## config.mk

```make
export PLATFORM = sky130hd
export DESIGN_NAME = cx_evt_router
export DESIGN_NICKNAME = d
export VERILOG_FILES = /design/src/rtl/cx_evt_pkg.sv /design/src/rtl/cx_rst_seq.sv /design/src/rtl/cx_evt_regs.sv /design/src/rtl/cx_evt_route.sv /design/src/rtl/cx_evt_router.sv
export SDC_FILE = /design/constraint.sdc
export NUM_CORES = 1
export LEC_CHECK = 0
export ABC_AREA = 0
export BUFFER_PORTS_ARGS = -buffer_cell sky130_fd_sc_hd__buf_4
export CAP_MARGIN = 20
export CORE_MARGIN = 2
export CORE_UTILIZATION = 43
export DETAILED_ROUTE_END_ITERATION = 12
export GPL_TIMING_DRIVEN = 1
export PLACE_DENSITY_LB_ADDON = 0.1
export SETUP_SLACK_MARGIN = 0.02
export SLEW_MARGIN = 15
export SYNTH_ARGS = -nofsm -noshare
export SYNTH_HDL_FRONTEND = slang
export SYNTH_SLANG_ARGS = --single-unit
export TNS_END_PERCENT = 30
```

## constraint.sdc

```tcl
create_clock -name clk -period 2.4 [get_ports clk]
set_input_delay 0 -clock clk [delete_from_list [all_inputs] [get_ports clk]]
set_output_delay 0 -clock clk [all_outputs]
set_load 0.1 [all_outputs]
```

## src/rtl/cx_evt_pkg.sv

```systemverilog
package cx_evt_pkg;

    localparam int SRC_N    = 4;
    localparam int ADDR_W   = 2;

    // source positions inside status, mask and request vectors
    localparam int SRC_CIN  = 0;
    localparam int SRC_DIN  = 1;
    localparam int SRC_DOUT = 2;
    localparam int SRC_COUT = 3;

    // configuration word bit positions
    localparam int CFG_DIN  = 5;
    localparam int CFG_DOUT = 6;
    localparam int CFG_CIN  = 7;
    localparam int CFG_COUT = 8;
    localparam int CFG_FOLD = 9;
    localparam int CFG_W    = CFG_FOLD + 1;

    typedef enum logic [ADDR_W-1:0] {
        ADR_STATUS = 2'd0,
        ADR_MASK   = 2'd1,
        ADR_CFG    = 2'd2,
        ADR_SYS    = 2'd3
    } reg_adr_e;

    typedef struct packed {
        logic             fold;
        logic [SRC_N-1:0] dma_en;   // indexed by source position
    } cfg_t;

    function automatic cfg_t cfg_from_word(input logic [CFG_W-1:0] w);
        cfg_t c;
        c.fold             = w[CFG_FOLD];
        c.dma_en[SRC_CIN]  = w[CFG_CIN];
        c.dma_en[SRC_DIN]  = w[CFG_DIN];
        c.dma_en[SRC_DOUT] = w[CFG_DOUT];
        c.dma_en[SRC_COUT] = w[CFG_COUT];
        return c;
    endfunction

    function automatic logic [CFG_W-1:0] cfg_to_word(input cfg_t c);
        logic [CFG_W-1:0] w;
        w           = '0;
        w[CFG_FOLD] = c.fold;
        w[CFG_CIN]  = c.dma_en[SRC_CIN];
        w[CFG_DIN]  = c.dma_en[SRC_DIN];
        w[CFG_DOUT] = c.dma_en[SRC_DOUT];
        w[CFG_COUT] = c.dma_en[SRC_COUT];
        return w;
    endfunction

endpackage

```

## src/rtl/cx_rst_seq.sv

```systemverilog
module cx_rst_seq #(
    parameter int DLY = 4
) (
    input  logic clk,
    input  logic rst_n,
    output logic done_o
);
    localparam int CW = $clog2(DLY + 1);

    typedef struct packed {
        logic [CW-1:0] cnt;
        logic          done;
    } seq_t;

    seq_t s_d, s_q;

    always_comb begin
        s_d = s_q;
        if (!s_q.done) begin
            if (s_q.cnt == CW'(DLY - 1)) begin
                s_d.done = 1'b1;
            end else begin
                s_d.cnt = s_q.cnt + 1'b1;
            end
        end
    end

    always_ff @(posedge clk or negedge rst_n) begin
        if (!rst_n) begin
            s_q <= '0;
        end else begin
            s_q <= s_d;
        end
    end

    assign done_o = s_q.done;

    // once set, the done flag never drops while out of reset
    a_r9_done_sticky: assert property (@(posedge clk) disable iff (!rst_n)
        s_q.done |=> s_q.done);

endmodule

```

## src/rtl/cx_evt_regs.sv

```systemverilog
module cx_evt_regs
    import cx_evt_pkg::*;
#(
    parameter int DATA_W = 32
) (
    input  logic              clk,
    input  logic              rst_n,
    input  logic              wr_en,
    input  logic [ADDR_W-1:0] addr,
    input  logic [DATA_W-1:0] wdata,
    input  logic [SRC_N-1:0]  evt_i,
    input  logic              done_i,
    output logic [SRC_N-1:0]  mask_o,
    output cfg_t              cfg_o,
    output logic [DATA_W-1:0] rdata_o
);

    typedef struct packed {
        logic [SRC_N-1:0] st;
        logic [SRC_N-1:0] mask;
        cfg_t             cfg;
    } regs_t;

    regs_t r_d, r_q;

    always_comb begin
        r_d    = r_q;
        r_d.st = evt_i;
        if (wr_en) begin
            case (reg_adr_e'(addr))
                ADR_MASK: r_d.mask = wdata[SRC_N-1:0];
                ADR_CFG:  r_d.cfg  = cfg_from_word(wdata[CFG_W-1:0]);
                default:  ;
            endcase
        end
    end

    always_ff @(posedge clk or negedge rst_n) begin
        if (!rst_n) begin
            r_q <= '0;
        end else begin
            r_q <= r_d;
        end
    end

    always_comb begin
        rdata_o = '0;
        case (reg_adr_e'(addr))
            ADR_STATUS: rdata_o[SRC_N-1:0] = r_q.st;
            ADR_MASK:   rdata_o[SRC_N-1:0] = r_q.mask;
            ADR_CFG:    rdata_o[CFG_W-1:0] = cfg_to_word(r_q.cfg);
            default:    rdata_o[0]         = done_i;
        endcase
    end

    assign mask_o = r_q.mask;
    assign cfg_o  = r_q.cfg;

    // the status word holds what the event pins showed one edge earlier
    a_r2_status_tracks: assert property (@(posedge clk) disable iff (!rst_n)
        $past(rst_n) |-> (r_q.st == $past(evt_i)));

    // the mask only moves on a write aimed at its address
    a_r3_mask_hold: assert property (@(posedge clk) disable iff (!rst_n)
        ($past(rst_n) && !($past(wr_en) && $past(addr) == ADR_MASK))
            |-> $stable(r_q.mask));

    // the configuration only moves on a write aimed at its address
    a_r5_cfg_hold: assert property (@(posedge clk) disable iff (!rst_n)
        ($past(rst_n) && !($past(wr_en) && $past(addr) == ADR_CFG))
            |-> $stable(r_q.cfg));

endmodule

```

## src/rtl/cx_evt_route.sv

```systemverilog
module cx_evt_route
    import cx_evt_pkg::*;
(
    input  logic             clk,
    input  logic             rst_n,
    input  logic [SRC_N-1:0] evt_i,
    input  logic [SRC_N-1:0] mask_i,
    input  cfg_t             cfg_i,
    output logic             irq_o,
    output logic [SRC_N-1:0] dma_o
);

    typedef struct packed {
        logic             irq;
        logic [SRC_N-1:0] dma;
    } out_t;

    out_t o_d, o_q;

    // sources as seen by the interrupt combine, after the optional merge
    logic [SRC_N-1:0] irq_src;
    logic [SRC_N-1:0] dma_nxt;

    genvar g;
    generate
        for (g = 0; g < SRC_N; g++) begin : g_src
            if (g == SRC_DOUT) begin : g_dout
                assign irq_src[g] = evt_i[g] | (cfg_i.fold & evt_i[SRC_COUT]);
                assign dma_nxt[g] = (evt_i[g] | (cfg_i.fold & evt_i[SRC_COUT]))
                                    & cfg_i.dma_en[g];
            end else if (g == SRC_COUT) begin : g_cout
                assign irq_src[g] = evt_i[g] & ~cfg_i.fold;
                assign dma_nxt[g] = evt_i[g] & cfg_i.dma_en[g] & ~cfg_i.fold;
            end else begin : g_plain
                assign irq_src[g] = evt_i[g];
                assign dma_nxt[g] = evt_i[g] & cfg_i.dma_en[g];
            end
        end
    endgenerate

    always_comb begin
        o_d     = o_q;
        o_d.irq = |(irq_src & mask_i);
        o_d.dma = dma_nxt;
    end

    always_ff @(posedge clk or negedge rst_n) begin
        if (!rst_n) begin
            o_q <= '0;
        end else begin
            o_q <= o_d;
        end
    end

    assign irq_o = o_q.irq;
    assign dma_o = o_q.dma;

    // merged mode keeps the context-ready request line quiet
    a_r7_fold_cout_quiet: assert property (@(posedge clk) disable iff (!rst_n)
        ($past(rst_n) && $past(cfg_i.fold)) |-> !o_q.dma[SRC_COUT]);

    // a request falls in the cycle after its input-space event falls
    a_r6_din_drop: assert property (@(posedge clk) disable iff (!rst_n)
        $fell(evt_i[SRC_DIN]) |=> !o_q.dma[SRC_DIN]);

    // with an empty mask at the previous edge no interrupt is raised
    a_r1_no_irq_unmasked: assert property (@(posedge clk) disable iff (!rst_n)
        ($past(rst_n) && $past(mask_i) == '0) |-> !o_q.irq);

endmodule

```

## src/rtl/cx_evt_router.sv

```systemverilog
module cx_evt_router
    import cx_evt_pkg::*;
#(
    parameter int DATA_W   = 32,
    parameter int DONE_DLY = 4
) (
    input  logic              clk,
    input  logic              rst_n,
    input  logic [3:0]        evt_i,
    input  logic              reg_we,
    input  logic [1:0]        reg_addr,
    input  logic [DATA_W-1:0] reg_wdata,
    output logic [DATA_W-1:0] reg_rdata,
    output logic              irq_o,
    output logic [3:0]        dma_req_o
);

    logic [SRC_N-1:0] mask;
    cfg_t             cfg;
    logic             done;

    cx_rst_seq #(
        .DLY (DONE_DLY)
    ) u_seq (
        .clk    (clk),
        .rst_n  (rst_n),
        .done_o (done)
    );

    cx_evt_regs #(
        .DATA_W (DATA_W)
    ) u_regs (
        .clk     (clk),
        .rst_n   (rst_n),
        .wr_en   (reg_we),
        .addr    (reg_addr),
        .wdata   (reg_wdata),
        .evt_i   (evt_i),
        .done_i  (done),
        .mask_o  (mask),
        .cfg_o   (cfg),
        .rdata_o (reg_rdata)
    );

    cx_evt_route u_route (
        .clk    (clk),
        .rst_n  (rst_n),
        .evt_i  (evt_i),
        .mask_i (mask),
        .cfg_i  (cfg),
        .irq_o  (irq_o),
        .dma_o  (dma_req_o)
    );

    // context-request line follows its event gated by its enable
    a_r6_cin_req: assert property (@(posedge clk) disable iff (!rst_n)
        $past(rst_n) |-> (dma_req_o[SRC_CIN] ==
                          ($past(evt_i[SRC_CIN]) && $past(cfg.dma_en[SRC_CIN]))));

    // in merged mode a lone context-ready event with only mask bit 3 set stays silent
    a_r8_fold_mask3_ignored: assert property (@(posedge clk) disable iff (!rst_n)
        ($past(rst_n) && $past(cfg.fold) && $past(mask) == 4'b1000)
            |-> !irq_o);

endmodule

```

==> summary.txt <==
Status -> complete, no violations
Final weighted congestion of routability-driven global placement -> 0.6521
Required arrival time at the worst endpoint -> 2.59 ns
FF+latch area -> 550.5 sq um
Buffers added on ports -> 31
Clock share of power -> 0.140
Maximum number of pins on one net before global-route repair -> 23
Number of hold violations in the final report -> 0
Crit. End Element -> register
Standard cell core area -> 2455 sq um
Number of nets with antenna violations after detailed routing -> 0
Root buf cell -> sky130_fd_sc_hd__clkbuf_4
Post-placement cell count -> 149
CP bufs+invs -> 0
Syn Std Cell Area -> 1114 sq um
Internal power of the cells -> 583.1 uW
Wirelength per Cell -> 11.27 um
Top cell type by total area after synthesis -> sky130_fd_sc_hd__dfrtp_1
CP Cell Sequence -> ha_1 -> ha_1 -> or2_1 -> mux2_4
Vias in the first global route -> 664
Count of vias placed by the detailed router -> 709
Final core utilization -> 0.5866
Hold Crit Class -> in -> async
Half-perimeter wire length after detailed placement -> 1.430 mm
Synth top cells by count -> sky130_fd_sc_hd__buf_4 (23), sky130_fd_sc_hd__dfrtp_1 (22), sky130_fd_sc_hd__mux2_2 (9), sky130_fd_sc_hd__and2_1 (7), sky130_fd_sc_hd__mux2i_1 (4)
EDFF count, synth -> 0
Crit path max fanout -> 4
Post-CTS Hold Fix Bufs -> 14
Seq/Total Area, Yosys -> 0.4944
Avg Synthesized Cell Area -> 12.24 sq um
TritonCTS clock tree -> done
Max-cap violations -> 0
1st-pass router iterations -> 4
Leakage dissipation -> 0.0007349 uW
Share of total power consumed by net switching -> 0.4724
Most common cell type on the critical path -> sky130_fd_sc_hd__ha_1
Cell area after placement -> 1277 sq um
Starting utilization of the core area -> 0.4536
Setup TNS -> 0 ns
Clock skew after layout -> 0.0006702 ns
Die Span Y -> 54.89 um
Number of antenna cells inserted -> 0
Largest stage delay, worst path -> 0.41 ns
Floorplan die width -> 54.89 um
Min cycle time layout -> 1.486 ns
Non-Filler Cell Area, Final -> 1440 sq um
Number of standard-cell rows in the floorplan -> 18
Post-layout power -> 1105 uW
Number of max-slew violations in the final report -> 0
Combinational cell fraction of total power -> 0.461
Highest clock frequency the design can meet -> 672.9 MHz
Leading cell type by number of instances after synthesis -> sky130_fd_sc_hd__buf_4
Multi-input gate area -> 449.2 sq um
Startpoint kind of the worst setup timing path -> register
GRT overflow -> 0
Post-Synthesis Cells -> 91
Net switching power -> 522.2 uW
Area overhead of the layout relative to synthesis -> 29.33%
Number of ports placed on the die boundary -> 78
Period Utilization, post-route -> 0.6192
Remaining design rule violation count -> 0
Kind of cell adding the most delay to the critical path -> flip-flops
Clk Latency, worst-skew pair -> 0.29 ns
DR iter-0 viols -> 1
Flip-flop cell with the highest count after synthesis -> sky130_fd_sc_hd__dfrtp_1
Number of unique standard cell types used by synthesis -> 24
Filler cell count in the final layout -> 212
Critical Path Slowest Stage Cell -> sky130_fd_sc_hd__dfrtp_1
CTS sink count -> 22
Global-route wire length before repair -> 2.967 mm
Finish-stage setup viols -> 0
Warning count from the yosys run -> 0
Setup repair after global routing missed its margin -> false
Maximum buffer depth of the clock tree -> 2
Antenna violations before repair -> 0
Synth area leaders -> sky130_fd_sc_hd__dfrtp_1 (49%), sky130_fd_sc_hd__buf_4 (16%), sky130_fd_sc_hd__mux2_2 (9.1%), sky130_fd_sc_hd__and2_1 (3.9%), sky130_fd_sc_hd__mux2i_1 (3.6%)
Fraction of post-synthesis cell area in the top cell type by area -> 0.4944
Number of H-tree levels -> 1
Postcts setup bufs -> 0
Total track usage -> 0.1452
Type of the worst setup path -> reg -> reg
Number of CTS-inserted buffers -> 3
Async SR Flop Fraction -> 1.000
Die area -> 3013 sq um
Peak supply drop -> 0.0005086 V
Number of gates resized after cts -> 0
Number of synthesized register bits -> 22
Wire length after detailed routing -> 1.871 mm
Non-filler cells in the finished layout -> 166
Number of nets in the finished design -> 181
Clock slew at reported path FFs -> 0.11 ns
PwrDens -> 767.5 nW/um^2
Fraction of layout cells with a size suffix above 1 -> 0.3456
Arr. time, crit path -> 1.67 ns
Vias/cell -> 4.271
Sequential cell fraction of total power -> 0.399
[routing by layer]
metal	routed length (um)	vias up	track usage
li1	-	345	-
met1	804	325	0.1871
met2	909	37	0.2302
met3	135	2	0.03226
met4	22	0	0.07317
met5	0	-	0
[final cells by class]
class / count / share of cell area
Multi-Input combinational cell: 64 / 0.3119
Inverter: 2 / 0.005213
Clock buffer: 3 / 0.01564
Tap cell: 30 / 0.02606
Sequential cell: 22 / 0.3823
Timing Repair Buffer: 45 / 0.2589
[logic make-up after synthesis]
family,count (synthesis),share of synthesized area
flip-flops,22,0.4944
multiplexers,14,0.1404
XOR/XNOR,1,0.007867
buffers and inverters,27,0.1764
AO/OA/AOI/OAI,6,0.03146
AND/OR/NAND/NOR,18,0.1236
other,1,0.003368
adder cells (fa/ha/maj),2,0.02247
[layout by cell type, fill, tap and decap left out]
master	instances
sky130_fd_sc_hd__or2_1	1
sky130_fd_sc_hd__nand3_1	1
sky130_fd_sc_hd__nor2b_1	1
sky130_fd_sc_hd__o21ai_1	1
sky130_fd_sc_hd__mux2_2	9
sky130_fd_sc_hd__dfrtp_1	22
sky130_fd_sc_hd__and3b_1	1
sky130_fd_sc_hd__ha_1	2
sky130_fd_sc_hd__mux2i_1	4
sky130_fd_sc_hd__o21ai_0	2
sky130_fd_sc_hd__clkbuf_4	3
sky130_fd_sc_hd__inv_1	2
sky130_fd_sc_hd__xnor2_1	1
sky130_fd_sc_hd__and2_1	7
sky130_fd_sc_hd__a21oi_1	1
sky130_fd_sc_hd__o211ai_1	1
sky130_fd_sc_hd__dlygate4sd3_1	14
sky130_fd_sc_hd__buf_4	31
sky130_fd_sc_hd__mux2_4	1
sky130_fd_sc_hd__a22oi_1	1
sky130_fd_sc_hd__nand3b_4	2
sky130_fd_sc_hd__nand3b_1	1
sky130_fd_sc_hd__nor2_1	3
sky130_fd_sc_hd__and2b_2	1
sky130_fd_sc_hd__conb_1	23
[state kept, by name, summed over array words and instances (netlist names)]
| signal | count |
|---|---|
| u_seq.done_o | 1 |
| u_regs.r_q | 4 |
| u_route.irq_o | 1 |
| u_route.dma_o | 4 |
| u_seq.s_q | 3 |
| u_regs.mask_o | 4 |
| u_regs.cfg_o | 5 |
[power by group through the flow]
stage	registers (uW)	clock network, uW	logic, uW
4_1_cts	442	164	512
3_5_place_dp	450	0	493
2_1_floorplan	534	0	347
6_report	441	155	509
3_3_place_gp	448	0	489
5_1_grt	449	180	530
[through the flow]
| stage | hold slack [ns] | setup slack, ns |
|---|---|---|
| after floorplan | -0.2956 | 0.6475 |
| after global placement | -0.09973 | 0.9499 |
| after detailed placement | -0.09912 | 0.9306 |
| after CTS | 0.1025 | 0.9027 |
| after global routing | 0.09828 | 0.8819 |
| final | 0.1130 | 0.9140 |
[final timing paths]
| path | start | to | slack [ns] | depth (start not counted) |
|---|---|---|---|---|
| max | u_seq.s_q[1] | u_seq.s_q[2] | 0.91 | 4 |
| min | rst_n | u_route.dma_o[0] | 0.11 | 2 |
| max reg2reg | u_seq.s_q[1] | u_seq.s_q[2] | 0.91 | 4 |
| min reg2reg | u_seq.s_q[1] | u_seq.s_q[1] | 0.49 | 1 |
| max in group asynchronous | rst_n | u_regs.mask_o[2] | 2.08 | 2 |
| min in group clk | reg_we | u_regs.mask_o[1] | 0.11 | 3 |
[worst reg2reg max path: stages (launching register included)]
cell	delay, ns
sky130_fd_sc_hd__dfrtp_1	0.41
sky130_fd_sc_hd__ha_1	0.20
sky130_fd_sc_hd__ha_1	0.18
sky130_fd_sc_hd__or2_1	0.28
sky130_fd_sc_hd__mux2_4	0.31
(Power assumes the default switching activity.)
